--- src/rtl/xmem_pkg.sv ---
package xmem_pkg;
    localparam int WAIT_W = 3;

    typedef enum logic [1:0] {
        RG_NONE = 2'd0,
        RG_RAM  = 2'd1,
        RG_ROM  = 2'd2,
        RG_XM   = 2'd3
    } region_e;

    typedef enum logic [1:0] {
        ST_IDLE    = 2'd0,
        ST_BYTE_LO = 2'd1,
        ST_BYTE_HI = 2'd2
    } seq_state_e;

    // bit positions of the control register
    localparam int RAM_FLD  = 0;
    localparam int ROM_FLD  = 4;
    localparam int XM_FLD   = 8;
    localparam int WIDTH_OFS = 3;
    localparam int ROM_MRG  = 12;
    localparam int RAM_MRG  = 13;
endpackage

--- src/rtl/xmem_cfg_reg.sv ---
module xmem_cfg_reg (
    input  logic        clk,
    input  logic        rst_n,
    input  logic        we,
    input  logic [15:0] wdata,
    output logic [15:0] q
);
    logic [13:0] bits_q;

    always_ff @(posedge clk or negedge rst_n) begin
        if (!rst_n) begin
            bits_q <= '0;
        end else if (we) begin
            bits_q <= wdata[13:0];
        end
    end

    // reserved upper bits are never stored
    assign q = {2'b00, bits_q};
endmodule

--- src/rtl/xmem_decode.sv ---
module xmem_decode
    import xmem_pkg::*;
#(
    parameter int AW = 16,
    parameter logic [AW-1:0] ROM_LO = 16'h0000,
    parameter logic [AW-1:0] ROM_HI = 16'h3FFF,
    parameter logic [AW-1:0] RAM_LO = 16'h4000,
    parameter logic [AW-1:0] RAM_HI = 16'h7FFF,
    parameter logic [AW-1:0] XM_LO  = 16'h8000,
    parameter logic [AW-1:0] XM_HI  = 16'hBFFF
) (
    input  logic [AW-1:0]     addr,
    input  logic [11:0]       cfg_fields,
    output region_e           region,
    output logic [WAIT_W-1:0] wait_cnt,
    output logic              narrow
);
    logic [3:0] fld;

    always_comb begin
        if (addr >= RAM_LO && addr <= RAM_HI) begin
            region = RG_RAM;
        end else if (addr >= ROM_LO && addr <= ROM_HI) begin
            region = RG_ROM;
        end else if (addr >= XM_LO && addr <= XM_HI) begin
            region = RG_XM;
        end else begin
            region = RG_NONE;
        end
    end

    always_comb begin
        unique case (region)
            RG_RAM:  fld = cfg_fields[RAM_FLD +: 4];
            RG_ROM:  fld = cfg_fields[ROM_FLD +: 4];
            RG_XM:   fld = cfg_fields[XM_FLD  +: 4];
            default: fld = 4'h0;
        endcase
    end

    assign wait_cnt = fld[WAIT_W-1:0];
    assign narrow   = fld[WIDTH_OFS];
endmodule

--- src/rtl/xmem_seq.sv ---
module xmem_seq
    import xmem_pkg::*;
#(
    parameter int AW = 16
) (
    input  logic              clk,
    input  logic              rst_n,
    input  logic              req,
    input  logic              req_wr,
    input  logic [AW-1:0]     req_addr,
    input  logic [15:0]       req_wdata,
    input  region_e           dec_region,
    input  logic [WAIT_W-1:0] dec_wait,
    input  logic              dec_narrow,
    input  logic              mrg_ram,
    input  logic              mrg_rom,
    input  logic [15:0]       ext_din,
    output logic              rdy,
    output logic [15:0]       rd_data,
    output logic [AW:0]       ext_addr,
    output logic [15:0]       ext_dout,
    output logic              ext_oe_n,
    output logic              ext_we_n,
    output logic              ram_cs_n,
    output logic              rom_cs_n,
    output logic              xm_cs_n
);
    seq_state_e        state, nxt;
    region_e           rg_q;
    logic [WAIT_W-1:0] wait_q, cnt;
    logic              narrow_q, wr_q;
    logic [7:0]        lo_q;
    logic              last_beat, active, mapped, hi_ph;

    assign last_beat = (cnt == wait_q);
    assign active    = (state != ST_IDLE);
    assign mapped    = (rg_q != RG_NONE);
    assign hi_ph     = (state == ST_BYTE_HI);

    // state register
    always_ff @(posedge clk or negedge rst_n) begin
        if (!rst_n) state <= ST_IDLE;
        else        state <= nxt;
    end

    // transitions: IDLE->BYTE_LO on req; BYTE_LO->BYTE_HI on split; ->IDLE at last beat
    always_comb begin
        nxt = state;
        unique case (state)
            ST_IDLE:    if (req) nxt = ST_BYTE_LO;
            ST_BYTE_LO: if (last_beat) nxt = (narrow_q && mapped) ? ST_BYTE_HI : ST_IDLE;
            ST_BYTE_HI: if (last_beat) nxt = ST_IDLE;
            default:    nxt = ST_IDLE;
        endcase
    end

    // capture of access attributes, wait counter and low byte
    always_ff @(posedge clk or negedge rst_n) begin
        if (!rst_n) begin
            rg_q     <= RG_NONE;
            wait_q   <= '0;
            narrow_q <= 1'b0;
            wr_q     <= 1'b0;
            cnt      <= '0;
            lo_q     <= '0;
        end else begin
            if (state == ST_IDLE) begin
                cnt <= '0;
                if (req) begin
                    rg_q     <= dec_region;
                    wait_q   <= dec_wait;
                    narrow_q <= dec_narrow;
                    wr_q     <= req_wr;
                end
            end else if (last_beat) begin
                cnt <= '0;
            end else begin
                cnt <= cnt + 1'b1;
            end
            if (state == ST_BYTE_LO && last_beat) begin
                lo_q <= ext_din[7:0];
            end
        end
    end

    // outputs
    always_comb begin
        logic nat_ram, nat_rom, nat_xm;
        nat_ram  = active && (rg_q == RG_RAM);
        nat_rom  = active && (rg_q == RG_ROM);
        nat_xm   = active && (rg_q == RG_XM);
        ram_cs_n = !(nat_ram || (mrg_ram && nat_xm));
        rom_cs_n = !(nat_rom || (mrg_rom && nat_xm));
        xm_cs_n  = !nat_xm;
        ext_oe_n = !(active && mapped && !wr_q);
        ext_we_n = !(active && mapped && wr_q);
        rdy      = active && last_beat && (hi_ph || !narrow_q || !mapped);
        ext_addr = {req_addr, hi_ph};
        if (narrow_q) begin
            ext_dout = {8'h00, hi_ph ? req_wdata[15:8] : req_wdata[7:0]};
        end else begin
            ext_dout = req_wdata;
        end
        if (!mapped) begin
            rd_data = 16'h0000;
        end else if (narrow_q) begin
            rd_data = {ext_din[7:0], lo_q};
        end else begin
            rd_data = ext_din;
        end
    end
endmodule

--- src/rtl/xmem_waitctl.sv ---
module xmem_waitctl
    import xmem_pkg::*;
#(
    parameter int AW = 16,
    parameter logic [AW-1:0] ROM_LO = 16'h0000,
    parameter logic [AW-1:0] ROM_HI = 16'h3FFF,
    parameter logic [AW-1:0] RAM_LO = 16'h4000,
    parameter logic [AW-1:0] RAM_HI = 16'h7FFF,
    parameter logic [AW-1:0] XM_LO  = 16'h8000,
    parameter logic [AW-1:0] XM_HI  = 16'hBFFF
) (
    input  logic          clk,
    input  logic          rst_n,
    input  logic          cfg_we,
    input  logic [15:0]   cfg_wdata,
    output logic [15:0]   cfg_rdata,
    input  logic          req,
    input  logic          req_wr,
    input  logic [AW-1:0] req_addr,
    input  logic [15:0]   req_wdata,
    output logic          rdy,
    output logic [15:0]   rd_data,
    output logic [AW:0]   ext_addr,
    output logic [15:0]   ext_dout,
    input  logic [15:0]   ext_din,
    output logic          ext_oe_n,
    output logic          ext_we_n,
    output logic          ram_cs_n,
    output logic          rom_cs_n,
    output logic          xm_cs_n
);
    logic [15:0]       cfg_q;
    region_e           dec_region;
    logic [WAIT_W-1:0] dec_wait;
    logic              dec_narrow;

    xmem_cfg_reg u_cfg (
        .clk   (clk),
        .rst_n (rst_n),
        .we    (cfg_we),
        .wdata (cfg_wdata),
        .q     (cfg_q)
    );

    xmem_decode #(
        .AW(AW), .ROM_LO(ROM_LO), .ROM_HI(ROM_HI), .RAM_LO(RAM_LO),
        .RAM_HI(RAM_HI), .XM_LO(XM_LO), .XM_HI(XM_HI)
    ) u_dec (
        .addr       (req_addr),
        .cfg_fields (cfg_q[11:0]),
        .region     (dec_region),
        .wait_cnt   (dec_wait),
        .narrow     (dec_narrow)
    );

    xmem_seq #(.AW(AW)) u_seq (
        .clk        (clk),
        .rst_n      (rst_n),
        .req        (req),
        .req_wr     (req_wr),
        .req_addr   (req_addr),
        .req_wdata  (req_wdata),
        .dec_region (dec_region),
        .dec_wait   (dec_wait),
        .dec_narrow (dec_narrow),
        .mrg_ram    (cfg_q[RAM_MRG]),
        .mrg_rom    (cfg_q[ROM_MRG]),
        .ext_din    (ext_din),
        .rdy        (rdy),
        .rd_data    (rd_data),
        .ext_addr   (ext_addr),
        .ext_dout   (ext_dout),
        .ext_oe_n   (ext_oe_n),
        .ext_we_n   (ext_we_n),
        .ram_cs_n   (ram_cs_n),
        .rom_cs_n   (rom_cs_n),
        .xm_cs_n    (xm_cs_n)
    );

    assign cfg_rdata = cfg_q;
endmodule

--- config.mk ---
export PLATFORM = sky130hd
export DESIGN_NAME = xmem_waitctl
export DESIGN_NICKNAME = d
export VERILOG_FILES = /design/src/rtl/xmem_pkg.sv /design/src/rtl/xmem_cfg_reg.sv /design/src/rtl/xmem_decode.sv /design/src/rtl/xmem_seq.sv /design/src/rtl/xmem_waitctl.sv
export SDC_FILE = /design/constraint.sdc
export NUM_CORES = 1
export LEC_CHECK = 0
export ABC_AREA = 0
export BUFFER_PORTS_ARGS = -buffer_cell sky130_fd_sc_hd__buf_2
export CAP_MARGIN = 20
export CORE_ASPECT_RATIO = 0.8
export CORE_MARGIN = 4
export CORE_UTILIZATION = 42
export CTS_CLUSTER_DIAMETER = 30
export DETAILED_ROUTE_END_ITERATION = 16
export GPL_TIMING_DRIVEN = 0
export PLACE_DENSITY = 0.81
export SLEW_MARGIN = 20
export SYNTH_ARGS = -nofsm -noshare
export SYNTH_HDL_FRONTEND = slang
export SYNTH_SLANG_ARGS = --single-unit
--- constraint.sdc ---
create_clock -name clk -period 1.88 [get_ports clk]
set_input_delay 0.47 -clock clk [delete_from_list [all_inputs] [get_ports clk]]
set_output_delay 0.47 -clock clk [all_outputs]
set_load 0.02 [all_outputs]
==> results.md, run 1 <==
- From synthesis to final layout, the design area changed by 53.0%.
- Entering global routing, the biggest net connects 35 pins.
- The clock tree from TritonCTS is done.
- The maximum cell stage delay along the critical path is 0.40 ns.
- In the finished design, the share of the clock period the worst path needs comes to 101%.
- The initial antenna violation count is 0.
- The top cell type by area accounts for 41.9% of the synthesized area.
- Walking the worst path, the cells encountered are inv_2, nand2_4, inv_4, nand2_8, mux2_4, buf_6.
- The synthesized netlist cell count is 188.
- The via count of the first global-routing pass is 1888.
- STA classifies the critical path endpoint as an output port.
- Ranked by total cell area, the synthesized netlist is headed by dfrtp_1, mux2_2, mux2i_1.
- The die covers 6020 um2.
- The repair_antennas step left the layout with diodes totalling 0.
- The post-route worst setup slack is -0.0259 ns.
- The number of maximum-capacitance violations is 0.
- The post-route cell area is 3110 um2.
- For this run, the share of the core covered by cells in the final layout is 67.2%.
- Setup violations remaining at the end of the flow were counted as 9.
- The cell area reported after detailed placement is 2710 um2.
- The count of hold buffers inserted by post-cts repair is 0.
- The library cells used most frequently in the layout, excluding fill and tap cells, are buf_2, buf_4, dfrtp_1, mux2_2, mux2i_1.
- The launch instance of the worst register-to-register path is u_seq.state[1].
- Dividing total power by cell area gives a power density of 1390 nW/um2.
- The library cell used most frequently in the layout, excluding fill and tap cells, is buf_2.
- The number of hold-slack violations in the final timing report is 0.
- The number of standard cells in the final layout excluding fillers is 391.
- The worst-case IR drop observed on VDD is 0.625 mV.
- Cells with a size suffix above 1 make up 65.0% of the layout.
- The remaining routing DRC violations is 0.
- For this design, the slowest cell found on the critical path is dfrtp_1.
- STA puts the critical path data arrival time at 1.44 ns.
- The checks that failed: setup timing.
- The average cell area after synthesis is 10.8 um2.
- The yosys synthesis warning count is 0.
- The net count of the finished layout is 400.
- The remaining max-slew budget at the tightest pin is 49.3%.
- The total placed cells including tap cells is 369.
- Summing over every cut layer, the via total after detailed routing is 1860.
- The count of TritonRoute iterations in the first routing pass is 4.
- The clock latency at the later pin of the worst-skew pair is 0.28 ns.
- Measured along the y axis, the die boundary spans 70.2 um.
- Setup total negative slack on the finished layout was measured at -0.169 ns.
- The initial standard-cell utilization of the core is 43.9%.
- In this run, distinct cell masters in the synthesized netlist total 27.
- In this run the remaining antenna-violating nets after routing total 0.
- The post-CTS clock slew at the launch and capture registers of the worst setup and hold paths is 0.07 ns.
- The netlist area before placement is 2030 um2.
- The logic depth of the worst register-to-register path is 5.
- The cell accounting for the most synthesized area is dfrtp_1.
- In this run the deepest clock path goes through 2 buffers.
- 140 I/O pins were placed.
- The flow ran to the end, but the final reports show violations.
- The detailed-route vias per instance is 4.76.
- Clock skew on the completed layout was measured at 0.00971 ns.
- The leakage component of the power is 1.63 nW.
- In this run the clock root is driven by a clkbuf_8.
- The peak fanout along the critical path is 8.
- In this run the core area contains 22 standard-cell rows.
- Subtracting the final worst setup slack from the clock period gives 1.91 ns.
- The achievable clock frequency is 525 MHz.
- From left edge to right edge, the die measures 85.7 um.
- The endpoint of the worst-slack reg-to-reg timing path is u_seq.rg_q[0].
- The total clock buffers created by CTS is 5.
- The type of the worst setup path is reg -> out.
- Across all register-to-register paths, the minimum setup slack is 0.38 ns.
- After synthesis, flip-flops and latches occupy 41.9% of the total area.
- The number of max-slew violations in the final report is 0.
- In this run, synthesis produced a sequential element count of 34.
- The pin slew with the least headroom to its limit is 0.760 ns.
- The detailed router's first-iteration violation count is 36.
- In the final routed layout, each cell accounts on average for 14.1 um.
- The worst hold path belongs to the class in -> async.
- The startpoint type of the worst setup path is a register.
- Routability-driven placement finished with a final weighted congestion of 0.793.
- The total core area is 4620 um2.
- The final HPWL from detailed placement is 4290 um.
- The data required time of the critical path is 1.41 ns.
- Clock tree synthesis found a total of 34 sinks.
- The wire length of the first global-routing pass is 8480 um.
- The count of H-tree levels built during CTS is 2.
- Wires add up to 5520 um.
- Global routing consumed, over all layers together, 17.6% of the routing resources.
- During placement, the flow inserted port buffers numbering 120.
- The total grt overflow is 0.
- The pre-CTS setup slack is -0.0996 ns.
- Setup repair after global routing could not meet its margin everywhere.
layout make-up:
cell class	instances	area, um2
inverters	2	10.0
repair buffers	135	776
flip-flops and latches	34	853
clock buffers	7	76.3
plain buffers	28	221
clock inverters	1	30.0
well taps	60	75.1
multi-input cells	124	1060
fillers	382	1520
report_power, final:
part / internal, mW / leakage (nW) / switching (mW)
Sequential: 0.963 / 0.408 / 0.183
Clock: 0.397 / 0.0524 / 0.254
Combinational: 1.21 / 1.17 / 1.32
Total: 2.57 / 1.63 / 1.76
worst max path at each step:
stage             endpoint  slack [ns]  cells past startpoint      startpoint
2_1_floorplan          rdy        0.17                      4    u_seq.cnt[0]
3_3_place_gp    rd_data[3]       -0.07                      4   u_seq.rg_q[0]
3_5_place_dp    rd_data[5]        -0.1                      4   u_seq.rg_q[0]
4_1_cts        ext_dout[6]       -0.05                      6  u_seq.state[0]
5_1_grt        ext_dout[1]       -0.10                      6  u_seq.state[0]
6_report       ext_dout[1]       -0.03                      6  u_seq.state[0]
timing repair:
item | CTS | global route
buffers inserted | 9 | 6
setup endpoints to repair | 27 | 22
endpoints found under the hold margin | 0 | 0
pin swaps | 7 | 3
resized for setup | 19 | 34
cells by family after synthesis:
group                      Yosys count  share of synthesized area [%]
AOI/OAI and AO/OA                   14                           4.50
buffers and inverters               31                           10.4
xor gates and xnor gates             5                           2.16
DFF                                 34                           41.9
adders and majority gates            1                          0.616
other                                1                          0.185
and+or+nand+nor                     51                           13.2
muxes                               51                           27.1
synth_stat cells, drive strengths merged:
master,number
nand3,3
or2,1
mux2,31
and3,1
conb,1
nand2,9
inv,2
mux2i,20
nor3,2
nor2,19
nand4b,1
ha,1
nor2b,9
xnor2,5
o211a,1
or3b,1
o21ai,8
dfrtp,34
nand2b,3
buf,29
nor3b,1
o22ai,1
a2bb2oi,4
or3,1
sequential cells by signal, indices dropped and copies added (netlist names):
| name | count |
|---|---|
| u_seq.rg_q | 2 |
| u_seq.wr_q | 1 |
| u_seq.wait_q | 3 |
| u_seq.lo_q | 8 |
| u_cfg.bits_q | 14 |
| u_seq.state | 2 |
| u_seq.narrow_q | 1 |
| u_seq.cnt | 3 |
stage by stage:
stage | hold WS [ns] | power [mW]
detailed placement | 0.490 | 3.20
finish | 0.253 | 4.33
floorplan | 0.174 | 2.57
CTS | 0.282 | 4.13
global route | 0.315 | 4.61
global placement | 0.479 | 3.15
layer usage:
layer | track usage (%) | wire (um)
met3 | 6.13 | 627
met4 | 5.10 | 54
met2 | 31.7 | 2730
met5 | 0 | 0
met1 | 19.3 | 2100
worst max-delay path: cells and delay by family (launching register included):
family	cells	cell delay [ns]
buffers and inverters	3	0.29
and+or+nand+nor	2	0.14
DFF	1	0.40
muxes	1	0.31
(Power assumes the default switching activity.)
==> run 2, diff against run 1 <==
- CORE_UTILIZATION: 42 -> 46
- CTS_BUF_LIST: default -> sky130_fd_sc_hd__clkbuf_2
- PLACE_DENSITY: 0.81 -> 0.88
- clock period: 1.88 -> 2.24 ns (I/O delays scaled with it)
==> run 2 against run 1 <==
Against the previous run:
- the flow now finishes without violations
- global-route usage is 0.90 points higher
- sequential share of layout area is 2.3 points higher
- combinational power is 24% lower
- sequential power is 18% lower
==> results.md, run 2 (synthesis gave the netlist of run 1 again) <==
- The flow ran to the end, and the final reports show no timing, DRC or antenna violations.
- The library cell used most frequently in the layout, excluding fill and tap cells, is buf_2.
- The die is 82.3 um wide.
- The first global-routing pass estimated 7650 um of wire.
- The routed wire length is 5140 um.
- The reg2reg setup slack is 0.77 ns.
- The number of hold-slack violations in the final timing report is 0.
- The final net count is 393.
- Across the routed clock network, the largest skew measured is 0.0171 ns.
- In this run the standard cell core region covers 4230 um2.
- The largest registers in the layout are u_cfg.bits_q x14, u_seq.lo_q x8.
- The final period demand of the worst path is 2.11 ns.
- During I/O placement, the number of pins put on the boundary was 140.
- The register with the most flip-flops in the layout has 14 of them.
- Counting every sink on the clock net gives 34.
- Clock tree synthesis inserted a total of 5 buffers.
- The detailed router finished its first iteration with 41 violations.
- The largest individual stage delay along the critical path comes from the cell dfrtp_1.
- The leakage component of the power is 1.50 nW.
- The initial antenna violation count is 0.
- Ranked by flip-flop count, first place goes to u_cfg.bits_q.
- After detailed routing, the number of vias per cell comes to 4.74.
- The worst ir drop on vdd is 0.726 mV.
- In this run the deepest clock path goes through 2 buffers.
- The remaining routing DRC violations is 0.
- Detailed placement finished with a half-perimeter wire length of 4140 um.
- The peak fanout along the critical path is 4.
- The number of rows in the core area is 21.
- The total grt overflow is 0.
- The area growth from synthesis to layout is 40.9%.
- The power density relative to cell area is 1090 nW/um2.
- The achievable clock frequency is 473 MHz.
- The type of the worst setup path is reg -> out.
- For the worst setup path, the data required time is 1.68 ns.
- The type of element capturing the critical path is an output port.
- The largest net degree at the start of global routing is 35.
- The congestion estimate from routability-driven global placement came to 0.723.
- Walking the worst path, the cells encountered are buf_4, or2_2, o211a_1, buf_4.
- The tightest hold path in the finished design has a slack of 0.231 ns.
- Summing all placed instances gives a cell area of 2710 um2.
- The launch instance of the worst register-to-register path is u_seq.state[0].
- TritonCTS built the clock tree.
- The post-route cell area is 2860 um2.
- The die covers 5550 um2.
- Max-cap violations in this run came to 0.
- Setup repair after global routing left no endpoint under its margin.
- The diode insertion count for antenna repair is 0.
- In this run, post-CTS hold repair placed 0 buffers.
- The final antenna-violating net count is 0.
- The count of TritonRoute iterations in the first routing pass is 4.
- After detailed routing, the average wire length per cell comes to 13.5 um.
- In the layout the commonest cells are buf_2, buf_4, dfrtp_1, mux2_2, mux2i_1.
- The die is 67.4 um tall.
- The number of port buffers is 120.
- The largest single stage delay on the critical path is 0.42 ns.
- In this run the critical register-to-register path is captured at u_seq.rg_q[1].
- Setup violations remaining at the end of the flow were counted as 0.
- The total number of vias is 1797.
- The fraction of layout instances using a drive strength above 1 is 63.0%.
- The clock tree root driver cell is clkbuf_2.
- In this run the tightest slew margin relative to its limit is 50.3%.
- The via count of the first global-routing pass is 1661.
- The post-CTS clock slew at the launch and capture registers of the worst setup and hold paths is 0.16 ns.
- The startpoint type of the worst setup path is a register.
- The sum of negative setup slack is 0 ns.
- The critical path's most frequent cell is buf_4.
- The H-tree was split into 2 levels.
- Counting cells, the worst reg-to-reg path comes to 5.
- For this run, the share of the core covered by cells in the final layout is 67.6%.
- The initial standard-cell utilization of the core is 48.0%.
- The number of max-slew violations in the final report is 0.
- Global routing used 18.5% of the available tracks.
- The path class of the tightest hold or removal check is in -> async.
- After layout, the worst path uses 94.4% of the clock period.
- The pin slew with the least headroom to its limit is 0.746 ns.
- The clock latency at the later pin of the worst-skew pair is 0.36 ns.
- Data on the critical path arrives at its endpoint at 1.55 ns.
[run 2: worst max-delay path: cells and delay by family (launching register included)]
family	cells	cell delay (ns)
and+or+nand+nor	1	0.32
AOI/OAI and AO/OA	1	0.15
DFF	1	0.42
buffers and inverters	2	0.31
[run 2: final cells by class]
type / instances / area [um2]
clock inverters: 1 / 3.75
inverters: 2 / 10.0
multi-input cells: 124 / 1020
repair buffers: 128 / 666
clock buffers: 5 / 25.0
plain buffers: 28 / 209
flip-flops and latches: 34 / 851
well taps: 57 / 71.3
fillers: 338 / 1370
[run 2: how the worst max path moves through the flow]
| stage | start | to | slack (ns) |
|---|---|---|---|
| final | u_seq.state[0] | rdy | 0.13 |
| after global routing | u_seq.wait_q[2] | rdy | 0.002 |
| after CTS | u_seq.state[1] | ext_dout[5] | 0.01 |
| after detailed placement | u_seq.rg_q[0] | rd_data[13] | 0.17 |
| after global placement | u_seq.rg_q[0] | rd_data[5] | 0.19 |
| after floorplan | u_seq.cnt[0] | rdy | 0.44 |
[run 2: repair_timing]
item                       CTS  global route
buffers inserted             5             3
hold endpoints to repair     0             0
gates cloned                 0             0
gates resized for setup      5            15
setup endpoints to repair   22            20
pin swaps                    3             3
[run 2: power by group]
group,internal (mW),leakage [nW],switching [mW],total (mW)
Sequential,0.801,0.410,0.147,0.948
Combinational,0.863,1.07,1.05,1.92
Clock,0.0620,0.0223,0.187,0.249
Total,1.73,1.50,1.39,3.11
[run 2: routing by layer]
metal / wire, um / vias to the layer above / global-route usage (%)
met5: 0 / - / 0
met4: 69 / 0 / 7.47
met2: 2430 / 95 / 30.3
li1: - / 894 / -
met3: 629 / 7 / 6.13
met1: 2010 / 801 / 22.3
[run 2: metrics by stage]
| stage | setup slack, ns | cells | power [mW] |
|---|---|---|---|
| 3_3_place_gp | 0.194 | 366 | 2.64 |
| 3_5_place_dp | 0.168 | 366 | 2.68 |
| 2_1_floorplan | 0.439 | 189 | 2.16 |
| 6_report | 0.125 | 379 | 3.11 |
| 4_1_cts | 0.0104 | 377 | 3.04 |
| 5_1_grt | 0.00178 | 379 | 3.36 |
==> run 3, diff against run 2 <==
- CELL_PAD_IN_SITES_DETAIL_PLACEMENT: default -> 1
- CELL_PAD_IN_SITES_GLOBAL_PLACEMENT: default -> 2
- CORE_UTILIZATION: 46 -> 26
- GPL_TIMING_DRIVEN: 0 -> 1
- PLACE_DENSITY: 0.88 -> default
- PLACE_DENSITY_LB_ADDON: default -> 0.1
- SYNTH_HIERARCHICAL: default -> 1
==> run 3 against run 2 <==
Against the previous run:
- non-clock buffer count down 38
- clock power increased by 14%
- design area decreased by 0.52%
- critical path depth stayed put
- sequential cell count stayed put
- synthesized cell count fell by 3.2%
- die area increased by 73%
- sequential power grew 3.0%
- wire length up 21%
- clock skew is 0.0020 ns lower
- critical endpoint is now ext_dout[3]
- largest cell class unchanged
==> results.md, run 3 <==
- Leaving out fill and tap cells, the most frequent cell in the layout is buf_2.
- The total die area is 9610 um2.
- Setup repair after global routing could not meet its margin everywhere.
- The overall power consumption is 3.37 mW.
- Once layout is done, the placed cells without fillers occupy 2850 um2.
- The largest total area in the synthesized netlist belongs to dfrtp_1.
- The synthesized design contains 0 enable-type register cells.
- Clock latency on the worst-skew pair, taken at its later pin, is 0.38 ns.
- Among all flip-flop cells after synthesis, the most frequent one is dfrtp_1.
- The power density relative to cell area is 1180 nW/um2.
- The largest registers in the layout are u_cfg/bits_q x14, u_seq/lo_q x8.
- Entering global routing, the biggest net connects 25 pins.
- The clock net sink count is 34.
- The worst setup path is of the reg -> out kind.
- The setup clock skew after layout is 0.0151 ns.
- The worst register-to-register path ends at u_seq/rg_q[1].
- Static timing analysis puts the maximum clock frequency at 462 MHz.
- The data required time of the critical path is 1.68 ns.
- The number of buffers between clock root and the deepest sink is 2.
- The count of hold buffers inserted by post-cts repair is 0.
- Net switching is 44.5% of the power.
- The worst ir drop on vdd is 0.231 mV.
- Summed over all failing endpoints, the final setup total negative slack is 0 ns.
- The relative area change from synthesis to final layout is 35.1%.
- The average wire per cell in the routed design is 15.9 um.
- In the routed layout, each cell is associated on average with a via count of 4.52.
- Summing all placed instances gives a cell area of 2630 um2.
- The yosys synthesis warning count is 6.
- The number of port buffers is 107.
- In the layout the commonest cells are buf_2, dfrtp_1, mux2_2, mux2i_1, nor2_1.
- The power dissipated by switching net loads is 1.50 mW.
- The total clock buffers created by CTS is 5.
- Once the floorplan was initialized, standard cells occupied 26.6% of the core.
- The flip-flop count of the largest register, all copies and words added is 14.
- The clock tree root driver cell is clkbuf_2.
- The overall track demand over capacity in global routing is 12.1%.
- The initial antenna violation count is 0.
- The placer's final routability congestion estimate is 0.669.
- In this run the number of H-tree levels came out at 2.
- 0 antenna diodes ended up in the layout.
- The clock tree from TritonCTS is done.
- The routed wire length is 6210 um.
- The number of hold-slack violations in the final timing report is 0.
- For the worst setup path, the data arrival time is 1.61 ns.
- Counting flops per register, the top entry is u_cfg/bits_q.
- The die extent in x is 109 um.
- Counting flops and latches in the post-synthesis netlist gives 34.
- The proportion of power drawn by flip-flops and latches is 29.0%.
- The number of max-slew violations in the final report is 0.
- The final HPWL from detailed placement is 4780 um.
- The run finished with clean final reports.
- During I/O placement, the number of pins put on the boundary was 140.
- The total number of vias is 1764.
- The type of element capturing the critical path is an output port.
- The final period utilization is 96.7%.
- STA classifies the critical path startpoint as a register.
- For this run, the register share of the synthesized area comes to 40.4%.
- From bottom edge to top edge, the die measures 88.5 um.
- The final period demand of the worst path is 2.17 ns.
- The worst register-to-register path begins at u_seq/state[1].
- The distinct cell type count after synthesis is 32.
- The number of rows in the core area is 29.
- The total core area is 7910 um2.
- The top cell type by area accounts for 40.4% of the synthesized area.
- The total grt overflow is 0.
- Yosys instantiated no cell more often than dfrtp_1.
- The wire length of the first global-routing pass is 8940 um.
- The post-route netlist has 62.1% of its cells at a drive strength greater than 1.
- Cells fill 36.0% of the core in the end.
- The number of cells on the worst reg-to-reg path is 4.
- The number of maximum-capacitance violations is 0.
- The internal portion of the total power is 1.87 mW.
- The via count of the first global-routing pass was 1810.
- The leakage component of the power is 1.46 nW.
- The reg2reg setup slack is 0.56 ns.
- The final antenna-violating net count is 0.
- The netlist area before placement is 2110 um2.
- The synthesized netlist cell count is 182.
- The portion of total power attributed to the clock network is 8.4%.
- For this run, the post-layout net count is 351.
- The share of flip-flops with an asynchronous set or reset is 100%.
- For this run, design rule violations remaining after detail routing come to 0.
- The count of TritonRoute iterations in the first routing pass is 3.
- Along the worst path, the maximum fanout reaches 8.
- By count the netlist is led by dfrtp_1, mux2_2, buf_4.
- The final number of setup-violating endpoints is 0.
- Each instance of the synthesized netlist takes up on average 11.6 um2.
- The min-delay analysis places its worst path in the category in -> async.
- The combinational group share of total power is 62.6%.
- Clock-pin slew was measured on the worst setup and hold paths at 0.18 ns.
- Sorting the synthesized cells by area gives the leading types as dfrtp_1, mux2_2, mux2i_1.
- The detailed router finished its first iteration with 34 violations.
## run 3: cell types whose count changed after synthesis, sizes merged, moves of 2 or more
cell / delta
o2bb2ai: +5
and2b: +2
o21ai: -7
buf: -3
a2bb2oi: -4
nand2: -7
mux2: +6
## run 3: layer usage
layer	part of all wire [%]	wire length, um	GRT usage (%)	vias up
met2	48	2970	20.6	80
li1	-	-	-	809
met1	43	2660	14.2	858
met5	0	0	0	-
met3	7.6	472	3.87	17
met4	1.5	94	4.70	0
## run 3: worst max-delay path, cell delays in order (launching register included)
cell,delay (ns)
dfrtp_1,0.41
and2b_2,0.28
nand2_8,0.10
mux2_4,0.32
buf_6,0.13
## run 3: cells by family (layout without fill, tap and decap cells)
group / after synthesis / count (layout) / synth area share (%)
muxes: 57 / 57 / 30.7
xor gates and xnor gates: 5 / 5 / 3.15
and+or+nand+nor: 48 / 48 / 12.6
AOI/OAI and AO/OA: 7 / 7 / 2.67
other: 1 / 2 / 0.178
buffers and inverters: 29 / 128 / 9.68
adders and majority gates: 1 / 1 / 0.594
DFF: 34 / 34 / 40.4
## run 3: power groups by stage
stage | Combinational, mW | Clock, mW | Sequential (mW)
after floorplan | 1.40 | 0 | 0.972
after global placement | 1.91 | 0 | 0.994
after detailed placement | 1.91 | 0 | 1.00
after CTS | 2.00 | 0.308 | 0.984
after global routing | 2.27 | 0.330 | 1.01
final | 2.11 | 0.284 | 0.976
## run 3: worst max path at each step
stage / start / to / slack [ns]
5_1_grt: u_seq/state[0] / ext_dout[0] / -0.04
3_5_place_dp: u_seq/state[0] / ext_dout[3] / 0.38
2_1_floorplan: u_seq/wait_q[0] / rdy / 0.38
4_1_cts: u_seq/cnt[2] / rdy / -0.03
3_3_place_gp: u_seq/state[0] / ext_dout[3] / 0.35
6_report: u_seq/state[0] / ext_dout[3] / 0.07
## run 3: layout make-up
| class | count | area [um2] |
|---|---|---|
| fill | 939 | 5060 |
| multi-input combinational | 120 | 1110 |
| sequential | 34 | 852 |
| timing repair buffer | 118 | 699 |
| tap | 108 | 135 |
| clock buffer | 6 | 30.0 |
| clock inverter | 2 | 8.76 |
| inverter | 2 | 7.51 |
## run 3: per-stage QoR
step	std cells	hold WS, ns	setup WS [ns]
3_5_place_dp	375	0.498	0.379
6_report	390	0.104	0.0732
5_1_grt	390	0.0881	-0.0375
2_1_floorplan	183	0.264	0.378
4_1_cts	387	0.0799	-0.0288
3_3_place_gp	375	0.490	0.355
## run 3: repair_timing
item / CTS / global route
buffers inserted: 4 / 3
pin swaps: 3 / 4
setup endpoints to repair: 9 / 27
resized for setup: 2 / 32
